**config.mk**
```make
export PLATFORM = sky130hd
export DESIGN_NAME = mc_ctrl_seq
export DESIGN_NICKNAME = d
export VERILOG_FILES = /design/src/rtl/mcs_pkg.sv /design/src/rtl/mcs_op_class.sv /design/src/rtl/mcs_next_state.sv /design/src/rtl/mcs_ctrl_rom.sv /design/src/rtl/mc_ctrl_seq.sv
export SDC_FILE = /design/constraint.sdc
export NUM_CORES = 1
export LEC_CHECK = 0
export ABC_AREA = 1
export CAP_MARGIN = 10
export CORE_UTILIZATION = 36
export CTS_BUF_LIST = sky130_fd_sc_hd__clkbuf_8 sky130_fd_sc_hd__clkbuf_16
export CTS_CLUSTER_SIZE = 14
export DETAILED_ROUTE_END_ITERATION = 8
export PLACE_DENSITY = 0.74
export SLEW_MARGIN = 20
export SYNTH_ARGS = -nofsm -noshare
export SYNTH_HDL_FRONTEND = slang
export SYNTH_SLANG_ARGS = --single-unit
```
**constraint.sdc**
```tcl
create_clock -name clk -period 1.34 [get_ports clk]
set_clock_uncertainty 0.15 [all_clocks]
set_input_delay 0.335 -clock clk [delete_from_list [all_inputs] [get_ports clk]]
set_output_delay 0.335 -clock clk [all_outputs]
set_load 0.02 [all_outputs]
```
**src/rtl/mcs_pkg.sv**
```systemverilog
// Shared types for the multicycle control sequencer.
// Assumes: select fields are two bits wide, as the datapath muxes expect.
package mcs_pkg;

    typedef enum logic [3:0] {
        ST_FETCH, ST_DECODE, ST_ADDR, ST_LDRD, ST_LDWB,
        ST_STWR, ST_EXE, ST_RWB, ST_BRN, ST_JMP
    } state_t;

    typedef enum logic [2:0] {
        CL_NONE, CL_ALU, CL_LOAD, CL_STORE, CL_BRANCH, CL_JUMP
    } iclass_t;

    localparam logic [1:0] SB_REG   = 2'b00;
    localparam logic [1:0] SB_FOUR  = 2'b01;
    localparam logic [1:0] SB_IMM   = 2'b10;
    localparam logic [1:0] SB_IMMX4 = 2'b11;

    localparam logic [1:0] AOP_ADD  = 2'b00;
    localparam logic [1:0] AOP_SUB  = 2'b01;
    localparam logic [1:0] AOP_FUNC = 2'b10;

    localparam logic [1:0] PS_ALU   = 2'b00;
    localparam logic [1:0] PS_OUT   = 2'b01;
    localparam logic [1:0] PS_JMP   = 2'b10;

    typedef struct packed {
        logic       pc_wr;
        logic       pc_wr_cond;
        logic       iord;
        logic       mem_rd;
        logic       mem_wr;
        logic       ir_wr;
        logic       mem_to_reg;
        logic       reg_dst;
        logic       reg_wr;
        logic       src_a;
        logic [1:0] src_b;
        logic [1:0] alu_op;
        logic [1:0] pc_src;
    } ctrl_t;

endpackage

```
**src/rtl/mcs_op_class.sv**
```systemverilog
// Opcode classifier: maps the opcode field onto an instruction class.
// Assumes: opcode codes are distinct; anything unmatched is CL_NONE.
module mcs_op_class
    import mcs_pkg::*;
#(
    parameter int              OP_W      = 6,
    parameter logic [OP_W-1:0] OP_RTYPE  = 6'b000000,
    parameter logic [OP_W-1:0] OP_LOAD   = 6'b100011,
    parameter logic [OP_W-1:0] OP_STORE  = 6'b101011,
    parameter logic [OP_W-1:0] OP_BRANCH = 6'b000100,
    parameter logic [OP_W-1:0] OP_JUMP   = 6'b000010
) (
    input  logic [OP_W-1:0] op,
    output iclass_t         cls
);

    // Compare the opcode against each supported code.
    always_comb begin
        if      (op == OP_RTYPE)  cls = CL_ALU;
        else if (op == OP_LOAD)   cls = CL_LOAD;
        else if (op == OP_STORE)  cls = CL_STORE;
        else if (op == OP_BRANCH) cls = CL_BRANCH;
        else if (op == OP_JUMP)   cls = CL_JUMP;
        else                      cls = CL_NONE;
    end

endmodule

```
**src/rtl/mcs_next_state.sv**
```systemverilog
// Next-state function of the sequencer.
// Assumes: cls is valid in the decode state and holds steady after it.
module mcs_next_state
    import mcs_pkg::*;
(
    input  state_t  cur,
    input  iclass_t cls,
    output state_t  nxt
);

    // Dispatch on class at decode; every final phase returns to fetch.
    always_comb begin
        nxt = ST_FETCH;
        unique case (cur)
            ST_FETCH:  nxt = ST_DECODE;
            ST_DECODE: begin
                unique case (cls)
                    CL_LOAD, CL_STORE: nxt = ST_ADDR;
                    CL_ALU:            nxt = ST_EXE;
                    CL_BRANCH:         nxt = ST_BRN;
                    CL_JUMP:           nxt = ST_JMP;
                    default:           nxt = ST_FETCH;
                endcase
            end
            ST_ADDR:   nxt = (cls == CL_LOAD) ? ST_LDRD : ST_STWR;
            ST_LDRD:   nxt = ST_LDWB;
            ST_EXE:    nxt = ST_RWB;
            default:   nxt = ST_FETCH;
        endcase
    end

endmodule

```
**src/rtl/mcs_ctrl_rom.sv**
```systemverilog
// State-to-control decoder: the Moore output word for each state.
// Assumes: fields not used by a state are held at 0.
module mcs_ctrl_rom
    import mcs_pkg::*;
(
    input  state_t st,
    output ctrl_t  c
);

    // Build the control word for the present state.
    always_comb begin
        c = '0;
        unique case (st)
            ST_FETCH: begin
                c.mem_rd = 1'b1;
                c.ir_wr  = 1'b1;
                c.pc_wr  = 1'b1;
                c.src_b  = SB_FOUR;
                c.alu_op = AOP_ADD;
                c.pc_src = PS_ALU;
            end
            ST_DECODE: begin
                c.src_b  = SB_IMMX4;
                c.alu_op = AOP_ADD;
            end
            ST_ADDR: begin
                c.src_a  = 1'b1;
                c.src_b  = SB_IMM;
                c.alu_op = AOP_ADD;
            end
            ST_LDRD: begin
                c.iord   = 1'b1;
                c.mem_rd = 1'b1;
            end
            ST_LDWB: begin
                c.reg_wr     = 1'b1;
                c.mem_to_reg = 1'b1;
            end
            ST_STWR: begin
                c.iord   = 1'b1;
                c.mem_wr = 1'b1;
            end
            ST_EXE: begin
                c.src_a  = 1'b1;
                c.src_b  = SB_REG;
                c.alu_op = AOP_FUNC;
            end
            ST_RWB: begin
                c.reg_wr  = 1'b1;
                c.reg_dst = 1'b1;
            end
            ST_BRN: begin
                c.pc_wr_cond = 1'b1;
                c.src_a      = 1'b1;
                c.src_b      = SB_REG;
                c.alu_op     = AOP_SUB;
                c.pc_src     = PS_OUT;
            end
            ST_JMP: begin
                c.pc_wr  = 1'b1;
                c.pc_src = PS_JMP;
            end
            default: c = '0;
        endcase
    end

endmodule

```
**src/rtl/mc_ctrl_seq.sv**
```systemverilog
// Multicycle control sequencer top: state register, latched instruction
// class, output decode and the PC load strobe.
// Assumes: opcode comes from the instruction register and is valid in the
// decode cycle; reset is synchronous and active low.
module mc_ctrl_seq
    import mcs_pkg::*;
#(
    parameter int              OP_W      = 6,
    parameter logic [OP_W-1:0] OP_RTYPE  = 6'b000000,
    parameter logic [OP_W-1:0] OP_LOAD   = 6'b100011,
    parameter logic [OP_W-1:0] OP_STORE  = 6'b101011,
    parameter logic [OP_W-1:0] OP_BRANCH = 6'b000100,
    parameter logic [OP_W-1:0] OP_JUMP   = 6'b000010
) (
    input  logic            clk,
    input  logic            rst_n,
    input  logic [OP_W-1:0] opcode,
    input  logic            alu_zero,
    output logic            pc_wr,
    output logic            pc_wr_cond,
    output logic            pc_load,
    output logic            iord,
    output logic            mem_rd,
    output logic            mem_wr,
    output logic            ir_wr,
    output logic            mem_to_reg,
    output logic            reg_dst,
    output logic            reg_wr,
    output logic            src_a,
    output logic [1:0]      src_b,
    output logic [1:0]      alu_op,
    output logic [1:0]      pc_src
);

    state_t  state_q, state_d;
    iclass_t cls_now, cls_q, cls_use;
    ctrl_t   ctrl_raw, ctrl;

    mcs_op_class #(
        .OP_W(OP_W), .OP_RTYPE(OP_RTYPE), .OP_LOAD(OP_LOAD),
        .OP_STORE(OP_STORE), .OP_BRANCH(OP_BRANCH), .OP_JUMP(OP_JUMP)
    ) u_class (
        .op  (opcode),
        .cls (cls_now)
    );

    // Live class in decode, latched class for the remaining phases.
    always_comb cls_use = (state_q == ST_DECODE) ? cls_now : cls_q;

    mcs_next_state u_next (
        .cur (state_q),
        .cls (cls_use),
        .nxt (state_d)
    );

    mcs_ctrl_rom u_rom (
        .st (state_q),
        .c  (ctrl_raw)
    );

    // State register and class latch, synchronous active-low reset.
    always_ff @(posedge clk) begin
        if (!rst_n) begin
            state_q <= ST_FETCH;
            cls_q   <= CL_NONE;
        end else begin
            state_q <= state_d;
            if (state_q == ST_DECODE) cls_q <= cls_now;
        end
    end

    // Hold every control line low while reset is asserted.
    always_comb ctrl = rst_n ? ctrl_raw : '0;

    // Drive the individual control ports.
    always_comb begin
        pc_wr      = ctrl.pc_wr;
        pc_wr_cond = ctrl.pc_wr_cond;
        iord       = ctrl.iord;
        mem_rd     = ctrl.mem_rd;
        mem_wr     = ctrl.mem_wr;
        ir_wr      = ctrl.ir_wr;
        mem_to_reg = ctrl.mem_to_reg;
        reg_dst    = ctrl.reg_dst;
        reg_wr     = ctrl.reg_wr;
        src_a      = ctrl.src_a;
        src_b      = ctrl.src_b;
        alu_op     = ctrl.alu_op;
        pc_src     = ctrl.pc_src;
        pc_load    = ctrl.pc_wr | (ctrl.pc_wr_cond & alu_zero);
    end

endmodule

```
==> results of run 1 <==
==> cells by family after synthesis <==
logic type,Yosys count
buf+inv,16
simple gates,75
flops,7
compound gates,9
==> what timing repair did <==
action,4_1_cts
setup buffers,10
setup endpoints to repair,24
gates resized for setup,154
pin swaps,20
hold buffers,0
==> cell usage after synthesis <==
library cell,number,area (um^2)
inv_1,12,45.0
nor2_8,1,20.0
a21oi_1,4,20.0
o21ai_2,1,8.76
clkbuf_1,1,3.75
nand2_2,2,12.5
or2_1,2,12.5
nor2_1,38,143
dfxtp_1,7,140
inv_2,1,3.75
nand4_1,1,6.26
nand3_1,10,50.1
a21o_1,1,7.51
clkinv_1,1,3.75
and2_2,1,7.51
o21ai_0,3,15.0
nand2_1,19,71.3
nand2_4,1,11.3
buf_4,1,7.51
==> stage by stage <==
stage	setup TNS (ns)	area, um^2	std cells	hold slack [ns]
floorplan	-0.867	692	107	0.327
global placement	-19.67	1090	165	0.442
detailed placement	-20.45	1090	165	0.458
CTS	-6.68	1370	178	0.462
==> summary.txt, run 1 <==
# rows: 14
Num CTS Buffers: 3
pre-CTS WS: -1.11 ns
synthesized area per cell: 5.51 um^2
Starting Density: 0.387
cell area after synthesis: 589 um^2
IO Port Bufs: 25
sequential share of the synthesized area: 0.238
Root Buffer: clkbuf_8
Syn. warnings: 0
clock buffer depth: 2
gpl congestion: 0.822
First Err: [ERROR DPL-0038] Utilization greater than 100%, impossible to legalize
I/O pin count: 26
status: did not finish
Synth Area in Compound Gates: 0.0870
Synth Instances: 107
largest net degree at the start of global routing: 8
DIE HEIGHT: 42.5 um
Last stage: 5_1_grt
Clock Sinks: 7
mux cell area share after synthesis: 0
distinct cell type count after synthesis: 19
XOR/XNOR Fraction of Synth Area: 0
chip width: 42.5 um
post-detail-place hpwl: 1.47 mm
worst endpoint type: primary output
Post-Synth Adder-Cell Area: 0
largest family of logic cells by synthesized area: simple AND/OR/NAND/NOR gates
GR repair worst EP: pc_load
post-synthesis simple-gate area fraction: 0.567
H-tree Lvls: 1
Synth Register Bits: 7
Synthesized Nets: 116
==> run 2, diff against run 1 <==
CORE_AREA = 2 2 63 65   (was unset)
CORE_UTILIZATION = unset   (was 36)
CTS_BUF_LIST = unset   (was sky130_fd_sc_hd__clkbuf_8 sky130_fd_sc_hd__clkbuf_16)
CTS_CLUSTER_SIZE = unset   (was 14)
DIE_AREA = 0 0 65 67   (was unset)
PLACE_DENSITY = unset   (was 0.74)
PLACE_DENSITY_LB_ADDON = 0.15   (was unset)
clock period = 1.7 ns   (was 1.34 ns; I/O delays follow)
==> summary.txt, run 2 <==
# hold bufs at CTS: 0
leakage: 0.559 nW
worst skew pair latency: 0.23 ns
failing checks: setup timing
first-pass GRT wire length: 3.01 mm
chip width: 65 um
grt total ovfl: 0
pre-CTS WS: -0.891 ns
switching power: 273 uW
I/O pin count: 26
clock buffer depth: 2
Net Sw Frac: 0.345
Flop pwr share: 0.247
GRT Total Usage: 0.0890
Core Region: 3610 um^2
commonest non-fill, non-tap cell in the layout: buf_4
final std cells w/o fill: 204
slew of the pin with the lowest slew margin: 0.216 ns
Synth Register Bits: 7
period utilisation layout: 1.09
post-layout util: 0.336
distinct cell type count after synthesis: 19
layout cells sized above 1: 0.519
Bufs and invs on worst path: 3
Clk network pwr share: 0.294
Post-synth top cells: nor2_1, nand2_1, inv_1, nand3_1, dfxtp_1
Yosys top cell area share: 0.242
FF/Latch Area: 153 um^2
Biggest register: state_q
Critical Path RT: 1.12 ns
placed cell areas: 1040 um^2
area occupied by multi-input gates: 494 um^2
Yosys top cell by area: nor2_1
Nets: 166
First-pass DRT Iterations: 4
Post-Place Cells: 196
CP peak stage delay: 0.36 ns
Clock Sinks: 7
Iteration-0 DRC Markers: 27
fin crit period: 1.85 ns
EDFF count, synth: 0
Num CTS Buffers: 3
ys flop type: dfxtp_1
Internal: 517 uW
fmax: 0.540 GHz
Syn. warnings: 0
DR vias/cell: 3.86
gpl congestion: 0.754
max-slew violation count: 0
Combinational Power Share: 0.459
post-DR wirelength/cell: 8.87 um
Worst EP arrival: 1.28 ns
H-tree Lvls: 1
largest net degree at the start of global routing: 8
final hold vios: 0
DIE HEIGHT: 67 um
Final setup viols: 17
Synth area leaders: nor2_1, dfxtp_1, nand2_1
# rows: 22
most frequent cells in the layout: buf_4, nor2_1, nand2_1
CP delay by family, top: flip-flops
setup TNS: -1.28 ns
Post-Route WL: 1.81 mm
synthesized area per cell: 5.51 um^2
vias post-DR: 787
ys async rst share: 0
Root Buffer: clkbuf_8
Top Registers: state_q x4, cls_q x3
die area: 4360 um^2
Crit. End Element: primary output
post-detail-place hpwl: 1.43 mm
Routed Antenna Nets: 0
Rel. slew slack: 0.856
fin area: 1210 um^2
Worst-path clk slew: 0.04 ns
max-cap viol count: 0
WHS: 0.448 ns
Area Overhead vs Synth: 106%
initial antenna violation count: 0
Starting Density: 0.163
Synthesized Nets: 116
worst-path fanout max: 4
Fill cells: 388
worst vdd ir: 251 uV
power density over cell area: 652 nW/um^2
sequential share of the synthesized area: 0.238
critical path's most frequent cell: inv_2
Final Power: 789 uW
vias in the first global route: 750
count leader, synth: nor2_1
CP Class: reg2out
worst path cell trace: nor2_4 -> inv_2 -> nor2_2 -> inv_2 -> a21oi_4 -> a21o_1 -> buf_6
startpoint types: register
CTS tree: done
status: finished, violations left
IO Port Bufs: 25
RSZ-0062 raised after global routing: yes
# diodes: 0
cell area after synthesis: 589 um^2
Residual DRC: 0
Worst path slowest cell: dfxtp_4
worst hold path class: reg2reg
Worst Slack Setup Final: -0.153 ns
Synth Instances: 107
flip-flop count of the largest register after layout: 4
[run 2: kinds of logic (layout without fill, tap and decap cells)]
kind of cell / after synthesis / after routing / synth area share
simple gates: 75 / 75 / 0.567
buf+inv: 16 / 65 / 0.108
compound gates: 9 / 9 / 0.0871
flops: 7 / 7 / 0.238
[run 2: final timing paths]
check	start	endpoint	slack, ns	cells past startpoint
setup / recovery	state_q[0]	pc_load	-0.15	7
hold / removal	cls_q[1]	cls_q[1]	0.45	3
setup reg to reg	state_q[1]	state_q[1]	-0.03	12
hold reg to reg	cls_q[1]	cls_q[1]	0.45	3
[run 2: worst register-to-register path, delay by kind of cell, from the launching register on]
kind / cells / cell delay [ns]
AOI/OAI and AO/OA: 1 / 0.07
buffers and inverters: 4 / 0.50
and+or+nand+nor: 7 / 0.57
DFF: 1 / 0.34
[run 2: per-layer routing]
layer,vias up,part of all wire,track usage
li1,432,-,-
met1,348,0.44,0.0938
met2,7,0.54,0.160
met3,0,0.022,0.0236
met4,0,0,0.0505
met5,-,0,0
[run 2: what timing repair did]
| item | 4_1_cts | 5_1_grt |
|---|---|---|
| gates resized for setup | 113 | 28 |
| pin swaps | 9 | 6 |
| setup buffers | 2 | 3 |
| setup endpoints to repair | 19 | 21 |
[run 2: cell type report]
cell class              count  area share
repair buffers             47       0.336
inverters                  14      0.0434
clock buffers               4      0.0372
multi-input cells          84       0.408
well taps                  48      0.0496
flip-flops and latches      7       0.126
[run 2: power groups by stage]
stage	clock network [mW]	registers (mW)	logic (mW)
2_1_floorplan	0	0.190	0.161
3_3_place_gp	0	0.192	0.316
3_5_place_dp	0	0.191	0.313
4_1_cts	0.238	0.193	0.324
5_1_grt	0.247	0.197	0.393
6_report	0.232	0.195	0.362
Note: power is estimated with default switching activity, not from simulation.
==> run 3, diff against run 2 <==
CAP_MARGIN = 20   (was 10)
==> results of run 3 <==
The final DEF is identical to that of run 2; final timing and power are the same.
==> run 4, diff against run 3 <==
clock period = 2.33 ns   (was 1.7 ns; I/O delays follow)
==> summary.txt, run 4 (synthesis gave the netlist of run 2 again) <==
leakage: 0.475 nW
period utilisation layout: 0.964
pre-CTS WS: -0.600 ns
worst path cell trace: dlygate4sd2_1 -> inv_2 -> nor2_2 -> a21o_1 -> clkdlybuf4s15_2
most frequent cells in the layout: nor2_1, nand2_1, inv_1
initial antenna violation count: 0
worst-path fanout max: 7
Critical R2R Launch: state_q[1]
Num CTS Buffers: 3
Worst-path clk slew: 0.04 ns
DR vias/cell: 3.89
Worst Slack Setup Final: 0.0828 ns
RSZ-0062 raised after global routing: no
post-DR wirelength/cell: 8.83 um
Biggest register: state_q
power density over cell area: 501 nW/um^2
Critical Path RT: 1.60 ns
Iteration-0 DRC Markers: 37
worst skew pair latency: 0.22 ns
critical path depth: 5
Clock Sinks: 7
FF-to-FF End: state_q[1]
CP delay by family, top: buffers and inverters
max-cap viol count: 0
largest net degree at the start of global routing: 8
worst hold path class: reg2reg
vias in the first global route: 682
post-layout util: 0.276
setup TNS: 0 ns
Root Buffer: clkbuf_8
slew of the pin with the lowest slew margin: 0.271 ns
Fill cells: 400
DIE HEIGHT: 67 um
commonest non-fill, non-tap cell in the layout: nor2_1
IO Port Bufs: 25
first-pass GRT wire length: 2.84 mm
Area Overhead vs Synth: 68.8%
CP Class: in2out
CTS tree: done
post-detail-place hpwl: 1.42 mm
Crit. End Element: primary output
H-tree Lvls: 1
Final Power: 498 uW
Residual DRC: 0
Top Registers: state_q x4, cls_q x3
Worst Setup EP: pc_load
flip-flop count of the largest register after layout: 4
First-pass DRT Iterations: 4
WHS: 0.441 ns
Post-Route WL: 1.68 mm
fin crit period: 2.25 ns
grt total ovfl: 0
gpl congestion: 0.711
chip width: 65 um
clock buffer depth: 2
worst vdd ir: 232 uV
status: completed
layout cells sized above 1: 0.176
R2R depth: 9
Worst path slowest cell: dlygate4sd2_1
max-slew violation count: 0
# rows: 22
# hold bufs at CTS: 0
Routed Antenna Nets: 0
Reg2Reg Setup Slack: 0.77 ns
startpoint types: input port
# diodes: 0
Bufs and invs on worst path: 3
Rel. slew slack: 0.819
GRT Total Usage: 0.0830
Worst EP arrival: 1.51 ns
Critical Path Start: rst_n
final hold vios: 0
Nets: 152
Starting Density: 0.163
CP peak stage delay: 0.30 ns
fmax: 0.445 GHz
I/O pin count: 26
Core Region: 3610 um^2
Final setup viols: 0
die area: 4360 um^2
vias post-DR: 739
run 4: cell count changes in the layout (fill, tap and decap cells not counted), moves of 4 or more:
cell | before | now
dlygate4sd2_1 | 2 | 9
nor2_2 | 8 | 1
inv_2 | 7 | 2
inv_1 | 6 | 11
nor2_1 | 22 | 37
clkdlybuf4s15_1 | 0 | 6
nor2_4 | 8 | 0
dfxtp_1 | 3 | 7
buf_6 | 9 | 0
buf_4 | 27 | 8
run 4: worst register-to-register path, cell delays in order, from the launching register on:
cell     delay [ns]
dfxtp_1        0.37
inv_1          0.10
buf_4          0.14
nand2_4        0.10
nor2_8         0.06
or2_1          0.23
nand3_1        0.09
nand2_1        0.07
nor2_1         0.08
a21oi_1        0.07
run 4: per-layer routing:
layer / vias up / GRT usage / part of all wire
li1: 402 / - / -
met1: 330 / 0.102 / 0.49
met2: 7 / 0.139 / 0.48
met3: 0 / 0.0405 / 0.031
met4: 0 / 0 / 0
met5: - / 0 / 0
run 4: what timing repair did:
action	in CTS	in global routing
setup buffers	0	0
hold endpoints to repair	0	0
pin swaps	0	0
setup endpoints to repair	17	1
resized for setup	35	1
run 4: area by class of cell:
| class | count | area [um^2] | share of cell area |
|---|---|---|---|
| timing repair buffer | 33 | 303 | 0.304 |
| sequential | 7 | 140 | 0.141 |
| tap | 48 | 60.1 | 0.0604 |
| multi-input combinational | 84 | 394 | 0.396 |
| inverter | 14 | 52.6 | 0.0528 |
| clock buffer | 4 | 45.0 | 0.0453 |
run 4: how the worst min path moves through the flow:
| stage | start | to | slack, ns | cells past startpoint |
|---|---|---|---|---|
| global placement | cls_q[1] | cls_q[1] | 0.43 | 3 |
| finish | cls_q[2] | cls_q[2] | 0.44 | 3 |
| detailed placement | cls_q[2] | cls_q[2] | 0.43 | 3 |
| CTS | cls_q[2] | cls_q[2] | 0.44 | 3 |
| global route | cls_q[1] | cls_q[1] | 0.49 | 3 |
| floorplan | cls_q[2] | cls_q[2] | 0.38 | 3 |
run 4: through the flow:
step           std cells  area (um^2)
6_report             190          995
5_1_grt              190          995
4_1_cts              190          993
3_5_place_dp         186          948
3_3_place_gp         186          948
2_1_floorplan        107          589
run 4: where the power goes:
part,switching [mW],total [mW],internal [mW]
registers,0.00531,0.136,0.130
clock network,0.0489,0.167,0.118
logic,0.112,0.195,0.0833
